**src/rtl/pllseq_pkg.sv**
```systemverilog
package pllseq_pkg;

  localparam int M_W = 10;
  localparam int P_W = 6;
  localparam int S_W = 3;
  localparam int K_W = 16;

  // control word bit positions
  localparam int CW_LOCK = 31;
  localparam int CW_LSEL = 29;
  localparam int CW_RSTN = 9;
  localparam int CW_BYP  = 4;

  // divider word field bases
  localparam int DW_M = 12;
  localparam int DW_P = 4;
  localparam int DW_S = 0;

  localparam logic [1:0] OP_RATE = 2'd0;
  localparam logic [1:0] OP_UP   = 2'd1;
  localparam logic [1:0] OP_DOWN = 2'd2;

  typedef enum logic [3:0] {
    S_IDLE, S_FAST, S_LSEL, S_RSTLOW, S_BYPON, S_LOAD, S_SETTLE,
    S_RELEASE, S_WAIT, S_BYPOFF, S_DOWN, S_FINISH, S_FAIL
  } seq_state_e;

  typedef struct packed {
    logic latchReq;
    logic setLockSel;
    logic clrRst;
    logic setRst;
    logic setByp;
    logic clrByp;
    logic loadAll;
    logic loadFast;
  } strobe_t;

endpackage

```
**src/rtl/pllseq_regs.sv**
```systemverilog
module pllseq_regs
  import pllseq_pkg::*;
#(
  parameter bit FRACTIONAL = 1'b0
) (
  input  logic           clk,
  input  logic           rst_n,
  input  strobe_t        st,
  input  logic [M_W-1:0] reqM,
  input  logic [P_W-1:0] reqP,
  input  logic [S_W-1:0] reqS,
  input  logic [K_W-1:0] reqK,
  input  logic           pllLocked,
  output logic           mpMatch,
  output logic           rstReleased,
  output logic [31:0]    ctrlWord,
  output logic [31:0]    divWord,
  output logic [15:0]    fracWord
);

  logic           lockSel, rstN, byp;
  logic [M_W-1:0] mCur, mPend;
  logic [P_W-1:0] pCur, pPend;
  logic [S_W-1:0] sCur, sPend;

  always_ff @(posedge clk or negedge rst_n) begin
    if (!rst_n) begin
      lockSel <= 1'b0;
      rstN    <= 1'b0;
      byp     <= 1'b0;
    end else begin
      if (st.setLockSel) lockSel <= 1'b1;
      if (st.clrRst)     rstN    <= 1'b0;
      if (st.setRst)     rstN    <= 1'b1;
      if (st.setByp)     byp     <= 1'b1;
      if (st.clrByp)     byp     <= 1'b0;
    end
  end

  always_ff @(posedge clk or negedge rst_n) begin
    if (!rst_n) begin
      mCur  <= '0;
      pCur  <= '0;
      sCur  <= '0;
      mPend <= '0;
      pPend <= '0;
      sPend <= '0;
    end else begin
      if (st.latchReq) begin
        mPend <= reqM;
        pPend <= reqP;
        sPend <= reqS;
      end
      if (st.loadAll) begin
        mCur <= mPend;
        pCur <= pPend;
      end
      if (st.loadAll || st.loadFast) sCur <= sPend;
    end
  end

  generate
    if (FRACTIONAL) begin : g_frac
      logic [K_W-1:0] kPend, kCur;
      always_ff @(posedge clk or negedge rst_n) begin
        if (!rst_n) begin
          kPend <= '0;
          kCur  <= '0;
        end else begin
          if (st.latchReq) kPend <= reqK;
          if (st.loadAll || st.loadFast) kCur <= kPend;
        end
      end
      assign fracWord = kCur;
    end else begin : g_int
      logic unusedK;
      assign unusedK  = ^reqK;
      assign fracWord = '0;
    end
  endgenerate

  assign mpMatch     = (reqM == mCur) && (reqP == pCur);
  assign rstReleased = rstN;

  always_comb begin
    ctrlWord          = '0;
    ctrlWord[CW_LOCK] = pllLocked;
    ctrlWord[CW_LSEL] = lockSel;
    ctrlWord[CW_RSTN] = rstN;
    ctrlWord[CW_BYP]  = byp;
    divWord                   = '0;
    divWord[DW_M +: M_W]      = mCur;
    divWord[DW_P +: P_W]      = pCur;
    divWord[DW_S +: S_W]      = sCur;
  end

  // reset is only ever released with the output bypassed
  p_release_bypassed_r9: assert property (@(posedge clk) disable iff (!rst_n)
    $rose(rstN) |-> byp);

  // a post-divider-only update never touches reset or bypass
  p_fast_keeps_ctrl_r3: assert property (@(posedge clk) disable iff (!rst_n)
    st.loadFast |=> ($stable(rstN) && $stable(byp)));

  // bypass drops only after the lock input was seen
  p_bypass_drop_locked_r6: assert property (@(posedge clk) disable iff (!rst_n)
    $fell(byp) |-> $past(pllLocked));

endmodule

```
**src/rtl/pllseq_ctrl.sv**
```systemverilog
module pllseq_ctrl
  import pllseq_pkg::*;
#(
  parameter bit FRACTIONAL  = 1'b0,
  parameter int SETTLE_CYC  = 750,
  parameter int TIMEOUT_CYC = 2500000
) (
  input  logic       clk,
  input  logic       rst_n,
  input  logic       reqValid,
  input  logic [1:0] reqOp,
  input  logic       mpMatch,
  input  logic       rstReleased,
  input  logic       pllLocked,
  output strobe_t    st,
  output logic       reqReady,
  output logic       busy,
  output logic       done,
  output logic       timeoutErr
);

  localparam int CNT_MAX = (SETTLE_CYC > TIMEOUT_CYC) ? SETTLE_CYC : TIMEOUT_CYC;
  localparam int CNT_W   = $clog2(CNT_MAX + 1);
  localparam logic [CNT_W-1:0] SETTLE_LAST  = CNT_W'(SETTLE_CYC - 1);
  localparam logic [CNT_W-1:0] TIMEOUT_LAST = CNT_W'(TIMEOUT_CYC - 1);
  localparam seq_state_e FULL_START = FRACTIONAL ? S_RSTLOW : S_LSEL;

  seq_state_e       state;
  logic [CNT_W-1:0] cnt;
  logic             upOnly;

  always_ff @(posedge clk or negedge rst_n) begin
    if (!rst_n) begin
      state  <= S_IDLE;
      cnt    <= '0;
      upOnly <= 1'b0;
    end else begin
      case (state)
        S_IDLE: if (reqValid) begin
          upOnly <= 1'b0;
          cnt    <= '0;
          case (reqOp)
            OP_RATE: state <= mpMatch ? S_FAST : FULL_START;
            OP_UP: begin
              if (rstReleased) state <= S_FINISH;
              else begin
                state  <= S_BYPON;
                upOnly <= 1'b1;
              end
            end
            OP_DOWN: state <= S_DOWN;
            default: state <= S_FINISH;
          endcase
        end
        S_FAST, S_DOWN, S_BYPOFF: state <= S_FINISH;
        S_LSEL:   state <= S_RSTLOW;
        S_RSTLOW: state <= S_BYPON;
        S_BYPON:  state <= upOnly ? S_RELEASE : S_LOAD;
        S_LOAD: begin
          state <= S_SETTLE;
          cnt   <= '0;
        end
        S_SETTLE: begin
          if (cnt == SETTLE_LAST) state <= S_RELEASE;
          else cnt <= cnt + 1'b1;
        end
        S_RELEASE: begin
          state <= S_WAIT;
          cnt   <= '0;
        end
        S_WAIT: begin
          if (pllLocked) state <= S_BYPOFF;
          else if (cnt == TIMEOUT_LAST) state <= S_FAIL;
          else cnt <= cnt + 1'b1;
        end
        default: state <= S_IDLE;
      endcase
    end
  end

  always_comb begin
    st            = '0;
    st.latchReq   = (state == S_IDLE) && reqValid;
    st.loadFast   = (state == S_FAST);
    st.setLockSel = (state == S_LSEL);
    st.clrRst     = (state == S_RSTLOW) || (state == S_DOWN);
    st.setByp     = (state == S_BYPON);
    st.loadAll    = (state == S_LOAD);
    st.setRst     = (state == S_RELEASE);
    st.clrByp     = (state == S_BYPOFF);
  end

  assign reqReady   = (state == S_IDLE);
  assign busy       = (state != S_IDLE);
  assign done       = (state == S_FINISH);
  assign timeoutErr = (state == S_FAIL);

  // a failure follows only an unlocked final wait cycle
  p_fail_unlocked_r7: assert property (@(posedge clk) disable iff (!rst_n)
    (state == S_FAIL) |-> ($past(state) == S_WAIT && !$past(pllLocked)));

  // a full-sequence release always follows the settle interval
  p_release_after_settle_r5: assert property (@(posedge clk) disable iff (!rst_n)
    (state == S_RELEASE && !upOnly) |-> ($past(state) == S_SETTLE));

  // a request seen while busy leaves the latch strobe low
  p_no_latch_busy_r2: assert property (@(posedge clk) disable iff (!rst_n)
    (reqValid && busy) |-> !st.latchReq);

endmodule

```
**src/rtl/pll_reprog_seq.sv**
```systemverilog
module pll_reprog_seq
  import pllseq_pkg::*;
#(
  parameter int CLK_FREQ_MHZ    = 250,
  parameter int SETTLE_US       = 3,
  parameter int LOCK_TIMEOUT_US = 10000,
  parameter bit FRACTIONAL      = 1'b0
) (
  input  logic        clk,
  input  logic        rst_n,
  input  logic        reqValid,
  input  logic [1:0]  reqOp,
  input  logic [9:0]  reqM,
  input  logic [5:0]  reqP,
  input  logic [2:0]  reqS,
  input  logic [15:0] reqK,
  input  logic        pllLocked,
  output logic        reqReady,
  output logic        busy,
  output logic        done,
  output logic        timeoutErr,
  output logic [31:0] ctrlWord,
  output logic [31:0] divWord,
  output logic [15:0] fracWord
);

  localparam int SETTLE_CYC  = SETTLE_US * CLK_FREQ_MHZ;
  localparam int TIMEOUT_CYC = LOCK_TIMEOUT_US * CLK_FREQ_MHZ;

  strobe_t st;
  logic    mpMatch, rstReleased;

  pllseq_ctrl #(
    .FRACTIONAL(FRACTIONAL), .SETTLE_CYC(SETTLE_CYC), .TIMEOUT_CYC(TIMEOUT_CYC)
  ) u_ctrl (
    .clk(clk), .rst_n(rst_n), .reqValid(reqValid), .reqOp(reqOp),
    .mpMatch(mpMatch), .rstReleased(rstReleased), .pllLocked(pllLocked),
    .st(st), .reqReady(reqReady), .busy(busy), .done(done),
    .timeoutErr(timeoutErr)
  );

  pllseq_regs #(.FRACTIONAL(FRACTIONAL)) u_regs (
    .clk(clk), .rst_n(rst_n), .st(st), .reqM(reqM), .reqP(reqP),
    .reqS(reqS), .reqK(reqK), .pllLocked(pllLocked), .mpMatch(mpMatch),
    .rstReleased(rstReleased), .ctrlWord(ctrlWord), .divWord(divWord),
    .fracWord(fracWord)
  );

endmodule

```
**config.mk**
```make
export PLATFORM = sky130hd
export DESIGN_NAME = pll_reprog_seq
export DESIGN_NICKNAME = d
export VERILOG_FILES = /design/src/rtl/pllseq_pkg.sv /design/src/rtl/pllseq_regs.sv /design/src/rtl/pllseq_ctrl.sv /design/src/rtl/pll_reprog_seq.sv
export SDC_FILE = /design/constraint.sdc
export NUM_CORES = 1
export LEC_CHECK = 0
export BUFFER_PORTS_ARGS = -buffer_cell sky130_fd_sc_hd__buf_2
export CAP_MARGIN = 20
export CORE_ASPECT_RATIO = 1.2
export CORE_MARGIN = 2
export CORE_UTILIZATION = 25
export DETAILED_ROUTE_END_ITERATION = 8
export GPL_TIMING_DRIVEN = 0
export PLACE_DENSITY = 0.51
export SLEW_MARGIN = 15
export SYNTH_ARGS = -nofsm -noshare
export SYNTH_HDL_FRONTEND = slang
export SYNTH_SLANG_ARGS = --single-unit
```
**constraint.sdc**
```tcl
create_clock -name clk -period 2.8 [get_ports clk]
set_input_delay 0.42 -clock clk [delete_from_list [all_inputs] [get_ports clk]]
set_output_delay 0.42 -clock clk [all_outputs]
set_load 0.05 [all_outputs]
```
## Yosys cells after proc, flatten, opt, wreduce, memory -nomap -nowiden

Cells that the tools add are included.

- Bits in registers: 68
- Input port bits: 41
- Output and inout bits: 84
- Word-level logic and storage cells: 72

- Add/subtract/negate cells: 1
- Equality and inequality tests: 24
- Muxes and demuxes: 20
- Reductions and logical operators: 15

Operators with widths:

| operator | number |
|---|---|
| 22-bit two-way mux | 4 |
| 22-bit case mux with 4 select lines | 1 |
| 4-bit case mux with 9 select lines | 1 |
| 22-bit by 1-bit adder with 22-bit output (second input constant) | 1 |
| 22-bit by 10-bit equality test with 1-bit output (second input constant) | 1 |
| 22-bit equality test (second input constant) | 1 |
| 4-bit equality test (second input constant) | 5 |
| 4-bit two-way mux | 5 |
| 4-bit by 3-bit equality test with 1-bit output (second input constant) | 4 |
| 4-bit case mux with 3 select lines | 1 |
| 10-bit equality test | 1 |
| 4-bit by 2-bit equality test with 1-bit output (second input constant) | 2 |
| 2-bit != test (second input constant) | 4 |
| 4-bit nonzero test | 2 |
| 6-bit equality test | 1 |
| 1-bit two-way mux | 6 |
| 5-bit AND reduction | 1 |
| 4-bit by 1-bit equality test with 1-bit output (second input constant) | 1 |
| 4-bit logical NOT | 1 |
| 2-bit two-way mux | 2 |
| 2-bit nonzero test | 2 |
| 3-bit by 2-bit != test with 1-bit output (second input constant) | 1 |
| 3-bit AND reduction | 1 |
| 3-bit OR reduction | 1 |
| 8 further kinds | 10 |

## Logic depth before layout (Yosys ltp)

Gate-level depths: netlist of the first run.

- Depth in word-level cells: 6
- Gate-level depth with buffers: 8

## Cells and area by module

From an unflattened synthesis of the first run, not the netlist that was laid out.

- Cells, all modules: 398
- Area, all modules: 4189.0 µm²

Modules (own cells, without submodules):

| module | instances | cells an instance | area each (µm²) |
|---|---|---|---|
| pllseq_regs | 1 | 172 | 2253.4 |
| pllseq_ctrl | 1 | 226 | 1935.6 |

## Worst setup path before layout of the first run

No wires, ideal clock.

- Path type: register to register
- Start: register u_ctrl.state[3]
- End: register u_regs.mPend[0]
- Data arrival time: 2.343 ns
- Slack: 0.333 ns
- Cell stages (with the launch flop): 8
- Buffers on the path: 2
- Period minus slack after synthesis: 2.467 ns
- Cell sequence: dfrtp_1 -> buf_1 -> nor2_1 -> nand2_1 -> inv_1 -> nand2_1 -> buf_2 -> mux2_2

- Longest elaborated chain between the ends: 2

Ends and longest elaborated chain:

| item | RTL line | RTL |
|---|---|---|
| from (decl) | pllseq_ctrl.sv:28 | `seq_state_e state;` |
| from (signal assigned) | pllseq_ctrl.sv:43 | `OP_RATE: state <= mpMatch ? S_FAST : FULL_START;` |
| from (signal assigned) | pllseq_ctrl.sv:58 | `S_BYPON: state <= upOnly ? S_RELEASE : S_LOAD;` |
| 4-bit logical NOT | - |  |
| via reqReady | pll_reprog_seq.sv:18 | `output logic reqReady,` |
| 1-bit logical AND | pllseq_ctrl.sv:83 | `st.latchReq = (state == S_IDLE) && reqValid;` |
| to (signal assigned) | pllseq_regs.sv:50 | `mPend <= reqM;` |
| to (decl) | pllseq_regs.sv:22 | `logic [M_W-1:0] mCur, mPend;` |

The timed path passes the listed nets, and every way through them passes these cells.
A chain may end at the register's enable or synchronous reset.

## Worst setup path in the final report of the first run

- Start: register u_ctrl.cnt[0]
- End: register u_ctrl.state[1]

- Longest elaborated chain between the ends: 3
- Elaborated cells between the ends (all ways): 5
- Those cells by class: eq/ne (4); reduce/logical (1)

Ends and longest elaborated chain:

| item | RTL line | RTL |
|---|---|---|
| from (decl) | pllseq_ctrl.sv:29 | `logic [CNT_W-1:0] cnt;` |
| from (signal assigned) | pllseq_ctrl.sv:65 | `else cnt <= cnt + 1'b1;` |
| from (signal assigned) | pllseq_ctrl.sv:74 | `else cnt <= cnt + 1'b1;` |
| 22-bit equality test / 22-bit by 10-bit equality test with 1-bit output (equally long branches) | pllseq_ctrl.sv:73, pllseq_ctrl.sv:64 |  |
| 3-bit by 2-bit != test with 1-bit output (no line) / 2-bit by 1-bit != test with 1-bit output (equally long branches) | - |  |
| 3-bit AND reduction (no line) * | - |  |

Every way passes the cells marked *; elsewhere a longest branch is shown, timed or not.

==> results of run 1 <==
[placed cells by master (no fill, tap or decap), types with 7 or more instances in the layout]
cell / count
o21ai_0: 23
clkbuf_16: 9
buf_4: 64
xor2_1: 20
xnor2_1: 7
nor2_1: 27
nand2_1: 16
o211ai_1: 7
conb_1: 57
mux2_2: 39
a21oi_1: 11
dfrtp_1: 68
buf_2: 57
[final cells by class]
| cell class | count | share of cell area |
|---|---|---|
| Clock buffer | 11 | 0.04591 |
| Sequential cell | 68 | 0.3357 |
| Buffer | 78 | 0.1106 |
| Tap cell | 208 | 0.05135 |
| Clock inverter | 3 | 0.007899 |
| Inverter | 5 | 0.003703 |
| Timing Repair Buffer | 53 | 0.05826 |
| Multi-Input combinational cell | 292 | 0.3866 |
[metal layers]
layer | vias to the layer above | part of all wire | track usage
met4 | 0 | 0.022 | 0.04892
li1 | 1498 | - | -
met5 | - | 0 | 0
met3 | 20 | 0.081 | 0.03514
met2 | 124 | 0.50 | 0.1890
met1 | 1444 | 0.39 | 0.1208
[registers in the layout (all words and copies together), names as in the netlist, 3 cells and up]
name          cells
u_regs.pPend      6
u_regs.sPend      3
u_regs.mPend     10
u_regs.mCur      10
u_ctrl.state      4
u_regs.pCur       6
u_ctrl.cnt       22
u_regs.sCur       3
[critical path: stages, from the launching register on]
cell and delay (ns):
dfrtp_1 0.42, ha_1 0.23, nand4_1 0.22, or4b_2 0.69
o21ai_0 0.25, o221ai_1 0.22, o32ai_1 0.31
[power groups by stage]
stage | Sequential (mW) | Combinational, mW | Clock, mW
after floorplan | 1.92 | 1.27 | 0
after global placement | 1.54 | 2.10 | 0
after detailed placement | 1.56 | 2.12 | 0
after CTS | 1.55 | 2.13 | 1.10
after global routing | 1.59 | 2.28 | 1.14
final | 1.54 | 2.11 | 1.07
[through the flow]
stage	util	power, mW
2_1_floorplan	-	3.193
3_3_place_gp	0.3029	3.637
3_5_place_dp	0.3048	3.683
4_1_cts	0.3228	4.783
5_1_grt	0.3228	5.013
6_report	0.3228	4.718
[worst max path at each step]
stage | to | cells past startpoint
after floorplan | u_regs.mPend[0]$_DFFE_PN0P_ | 7
after global routing | u_ctrl.state[1]$_DFFE_PN0P_ | 6
after CTS | u_ctrl.state[1]$_DFFE_PN0P_ | 6
after detailed placement | u_ctrl.state[1]$_DFFE_PN0P_ | 6
after global placement | u_ctrl.state[1]$_DFFE_PN0P_ | 6
final | u_ctrl.state[1]$_DFFE_PN0P_ | 6
[kinds of logic (layout without fill, tap and decap cells)]
| logic type | Yosys count | in the layout | synth area share |
|---|---|---|---|
| AO/OA/AOI/OAI | 66 | 66 | 0.1108 |
| XOR/XNOR | 27 | 27 | 0.05868 |
| adder cells (fa/ha/maj) | 2 | 2 | 0.006208 |
| buffers and inverters | 83 | 150 | 0.1437 |
| flip-flops | 68 | 68 | 0.4222 |
| multiplexers | 39 | 39 | 0.1090 |
| other | 1 | 57 | 0.0009305 |
| AND/OR/NAND/NOR | 101 | 101 | 0.1484 |
==> impl_metrics.py, run 1 <==
metrics = {
    "final_layout": {
        "synthToLayoutAreaGrowth_pct": 25.77,
        "final_cell_count_no_fill": 718,
        "nets": 550,
        "nFillCells": 1642,
        "diodes": 0,
        "seq_area_sq_mm": 0.001702,
        "multi_input_area_sq_mm": 0.001959,
        "stdcell_area_sq_mm": 0.005069,
        "drive_above_1_share": 0.3686,
    },
    "grt": {
        "grt_pass1_wl_mm": 15.02,
        "grt_max_degree": 47,
        "grt_overflow": 0,
        "antenna_found_initial": 0,
        "first_global_vias": 3073,
        "grt.total_usage": 0.1087,
    },
    "timing": {
        "setup-violations-final": 0,
        "max_slew.worst_pin.slew_ns": 0.6414,
        "max_freq_ghz": 0.4115,
        "timing.final.crit_period_ns": 2.430,
        "rsz0062_at_grt": "no",
        "hold_violations": 0,
        "setup-tns-final_ns": 0,
        "final.period_utilization": 0.8678,
        "slew_headroom": 0.5708,
        "fin_skew_ns": 0.004954,
        "holdWs_ns": 0.3247,
        "report.final.slew_viol_count": 0,
        "setup_slack_ns": 0.3700,
    },
    "route": {
        "drt_pass1_iterations": 4,
        "post-route-drc-count": 0,
        "vias_per_cell": 4.298,
        "num_vias": 3086,
        "wl_mm": 9.025,
        "wl_per_cell_um": 12.57,
        "drtAntennaViolNets": 0,
        "drt-initial-drc-count": 96,
    },
    "setup_path": {
        "cp_max_fo": 6,
        "r2r.worst_path.cells": 6,
        "crit_arrival_ns": 2.66,
        "r2r-start": "u_ctrl.cnt[0]$_DFFE_PN0P_",
        "required_ns": 3.03,
        "r2r_slack_ns": 0.37,
        "endpoint_kind": "flop",
        "cp-startpoint": "u_ctrl.cnt[0]$_DFFE_PN0P_",
        "worstSetupPathType": "flop to flop",
        "r2r-end": "u_ctrl.state[1]$_DFFE_PN0P_",
        "cp-start-kind": "flop",
    },
    "power_and_ir_drop": {
        "clkPwrFrac": 0.226,
        "switching_power_mw": 1.998,
        "combPwrFrac": 0.447,
        "p_leak_nw": 2.402,
        "vdd_drop_max_mv": 0.6077,
        "internal_power_mw": 2.720,
        "switching_share": 0.4235,
        "power_density_mw_per_mm2": 930.7,
        "p_seq_frac": 0.327,
    },
    "synthesis": {
        "ys_top_cells_by_area": "dfrtp_1, buf_4, mux2_2, xor2_1, o21ai_0",
        "synth_flop_cell": "dfrtp_1",
        "synth_area_sq_mm": 0.004030,
        "yosys_warnings": 0,
        "yosysMostFrequentCell": "dfrtp_1",
        "synthTopCellsByCount": "dfrtp_1, buf_4, mux2_2, nor2_1, o21ai_0",
        "synth_enable_flop_cells": 0,
        "syn_inst": 387,
        "synth_cell_types": 57,
        "post-synth-top-area-cell": "dfrtp_1",
        "synth_seq_cells": 68,
        "async_flop_share": 1.000,
        "ys_seq_area_frac": 0.4222,
        "synth_top_area_frac": 0.4222,
        "avgSynthCellArea_sq_um": 10.41,
    },
    "clocking": {
        "cts_tree": "built",
        "cts_made_buffers": 9,
        "cts_setup_buffers": 0,
        "h-tree-depth": 3,
        "cts_root_buffer": "clkbuf_16",
        "cts_resized": 0,
        "clk_path_buf_depth": 2,
        "cts_hold_buf": 1,
        "clk_pin_slew_ns": 0.05,
        "cts.sinks": 68,
        "worst_skew_pair.late_latency_ns": 0.33,
    },
    "worst_hold_path": {
        "min_from": "reqS[2]",
        "hold_depth": 2,
        "hold_path_end": "u_regs.sPend[2]$_DFFE_PN0P_",
        "holdCritPathClass": "input port to flop",
    },
    "die": {
        "start_util": 0.2567,
        "die_h_um": 143.1,
        "num_rows": 50,
        "dieArea_sq_mm": 0.01716,
        "core_area_sq_mm": 0.01570,
        "boundaryPins": 125,
        "die_w_um": 119.9,
    },
    "placed_design": {
        "dp.final_hpwl_mm": 6.979,
        "dpl_cell_area_sq_mm": 0.004786,
        "io_buffers": 51,
        "dpl.cell_count": 703,
        "dp_slack_ns": 0.4164,
        "gp_congestion": 0.7935,
    },
    "status": {
        "status": "complete, no violations",
    },
    "flow_run": {
        "cap_violations": 0,
    },
}
(Power assumes the default switching activity.)
==> run 2, diff against run 1 <==
Settings changed: MAX_ROUTING_LAYER set to met4.
==> impl_metrics.py, run 2 (synthesis gave the netlist of run 1 again) <==
metrics = {
    "setup_path": {
        "endpoint_kind": "flop",
        "crit_arrival_ns": 2.65,
        "worstSetupPathType": "flop to flop",
        "r2r.worst_path.cells": 6,
        "cp-start-kind": "flop",
        "cp_max_fo": 6,
        "r2r-end": "u_ctrl.state[1]$_DFFE_PN0P_",
        "r2r_slack_ns": 0.38,
        "r2r-start": "u_ctrl.cnt[0]$_DFFE_PN0P_",
        "required_ns": 3.03,
    },
    "clocking": {
        "clk_path_buf_depth": 2,
        "h-tree-depth": 3,
        "clk_pin_slew_ns": 0.06,
        "cts_made_buffers": 9,
        "worst_skew_pair.late_latency_ns": 0.33,
        "cts_setup_buffers": 0,
        "cts_tree": "built",
        "cts_root_buffer": "clkbuf_16",
        "cts.sinks": 68,
    },
    "final_layout": {
        "nets": 550,
        "largest_reg_flops": 22,
        "final_common_cell": "dfrtp_1",
        "seq_area_sq_mm": 0.001702,
        "reg_top3": "u_ctrl.cnt: 22 flops, u_regs.mCur: 10 flops, u_regs.mPend: 10 flops",
        "regMostFlops": "u_ctrl.cnt",
        "nFillCells": 1642,
        "drive_above_1_share": 0.3686,
        "diodes": 0,
        "final_cell_mix": "dfrtp_1, buf_4, buf_2, conb_1, mux2_2",
        "multi_input_area_sq_mm": 0.001959,
        "final_cell_count_no_fill": 718,
        "synthToLayoutAreaGrowth_pct": 25.77,
    },
    "die": {
        "core_area_sq_mm": 0.01570,
        "boundaryPins": 125,
        "dieArea_sq_mm": 0.01716,
        "die_h_um": 143.1,
        "start_util": 0.2567,
        "die_w_um": 119.9,
        "num_rows": 50,
    },
    "route": {
        "drt_pass1_iterations": 4,
        "vias_per_cell": 4.312,
        "post-route-drc-count": 0,
        "drtAntennaViolNets": 0,
        "wl_mm": 9.036,
        "wl_per_cell_um": 12.58,
        "drt-initial-drc-count": 74,
        "num_vias": 3096,
    },
    "timing": {
        "slew_headroom": 0.5709,
        "fin_skew_ns": 0.005602,
        "hold_violations": 0,
        "setup-violations-final": 0,
        "final.period_utilization": 0.8644,
        "holdWs_ns": 0.3240,
        "setup-tns-final_ns": 0,
        "setup_slack_ns": 0.3797,
        "report.final.slew_viol_count": 0,
        "max_slew.worst_pin.slew_ns": 0.6413,
        "rsz0062_at_grt": "no",
        "max_freq_ghz": 0.4132,
        "timing.final.crit_period_ns": 2.420,
    },
    "grt": {
        "antenna_found_initial": 0,
        "grt.total_usage": 0.1118,
        "first_global_vias": 3086,
        "grt_overflow": 0,
        "grt_pass1_wl_mm": 14.97,
        "grt_max_degree": 47,
    },
    "placed_design": {
        "dpl.cell_count": 703,
        "io_buffers": 51,
        "dp.final_hpwl_mm": 6.979,
        "gp_congestion": 0.8048,
        "dp_slack_ns": 0.4164,
    },
    "flow_run": {
        "cap_violations": 0,
    },
    "power_and_ir_drop": {
        "power_density_mw_per_mm2": 931.4,
        "total_power_mw": 4.721,
        "p_leak_nw": 2.402,
        "vdd_drop_max_mv": 0.6073,
    },
    "worst_hold_path": {
        "hold_depth": 2,
        "min_from": "reqS[2]",
        "holdCritPathClass": "input port to flop",
        "hold_path_end": "u_regs.sPend[2]$_DFFE_PN0P_",
    },
    "status": {
        "status": "complete, no violations",
    },
}
-- run 2: layer usage --
layer  global-route usage  routed length, um
met5                    -                  0
met1               0.1245               3660
met2               0.1905               4598
met4              0.04892                146
met3              0.02676                631
-- run 2: worst max-delay path by stage --
stage,start,endpoint,slack (ns),cells after the start
after detailed placement,u_ctrl.cnt[0]$_DFFE_PN0P_,u_ctrl.state[1]$_DFFE_PN0P_,0.42,6
after floorplan,u_ctrl.state[3]$_DFFE_PN0P_,u_regs.mPend[0]$_DFFE_PN0P_,0.33,7
after global placement,u_ctrl.cnt[0]$_DFFE_PN0P_,u_ctrl.state[1]$_DFFE_PN0P_,0.44,6
after CTS,u_ctrl.cnt[0]$_DFFE_PN0P_,u_ctrl.state[1]$_DFFE_PN0P_,0.38,6
after global routing,u_ctrl.cnt[0]$_DFFE_PN0P_,u_ctrl.state[1]$_DFFE_PN0P_,0.21,6
final,u_ctrl.cnt[0]$_DFFE_PN0P_,u_ctrl.state[1]$_DFFE_PN0P_,0.38,6
-- run 2: area by class of cell --
class	instances	share of cell area
sequential	68	0.3357
buffer	78	0.1106
clock buffer	11	0.04591
tap	208	0.05135
multi-input combinational	292	0.3866
inverter	5	0.003703
clock inverter	3	0.007899
timing repair buffer	53	0.05826
-- run 2: power breakdown --
group	leakage [nW]	internal, mW	switching (mW)
logic	1.40	0.735	1.38
clock network	0.135	0.676	0.393
registers	0.868	1.31	0.232
-- run 2: what timing repair did --
action,in CTS,in global routing
gates resized for setup,0,0
endpoints found under the setup margin,0,0
endpoints found under the hold margin,22,0
hold buffers,1,0
-- run 2: worst max-delay path, stage by stage, from the launching register on --
cell,delay [ns]
dfrtp_1,0.42
ha_1,0.23
nand4_1,0.21
or4b_2,0.69
o21ai_0,0.25
o221ai_1,0.22
o32ai_1,0.30
-- run 2: metrics by stage --
step | instance area, sq um | utilization
final | 5069 | 0.3228
after global routing | 5069 | 0.3228
after CTS | 5069 | 0.3228
after detailed placement | 4786 | 0.3048
after global placement | 4756 | 0.3029
after floorplan | 4240 | -
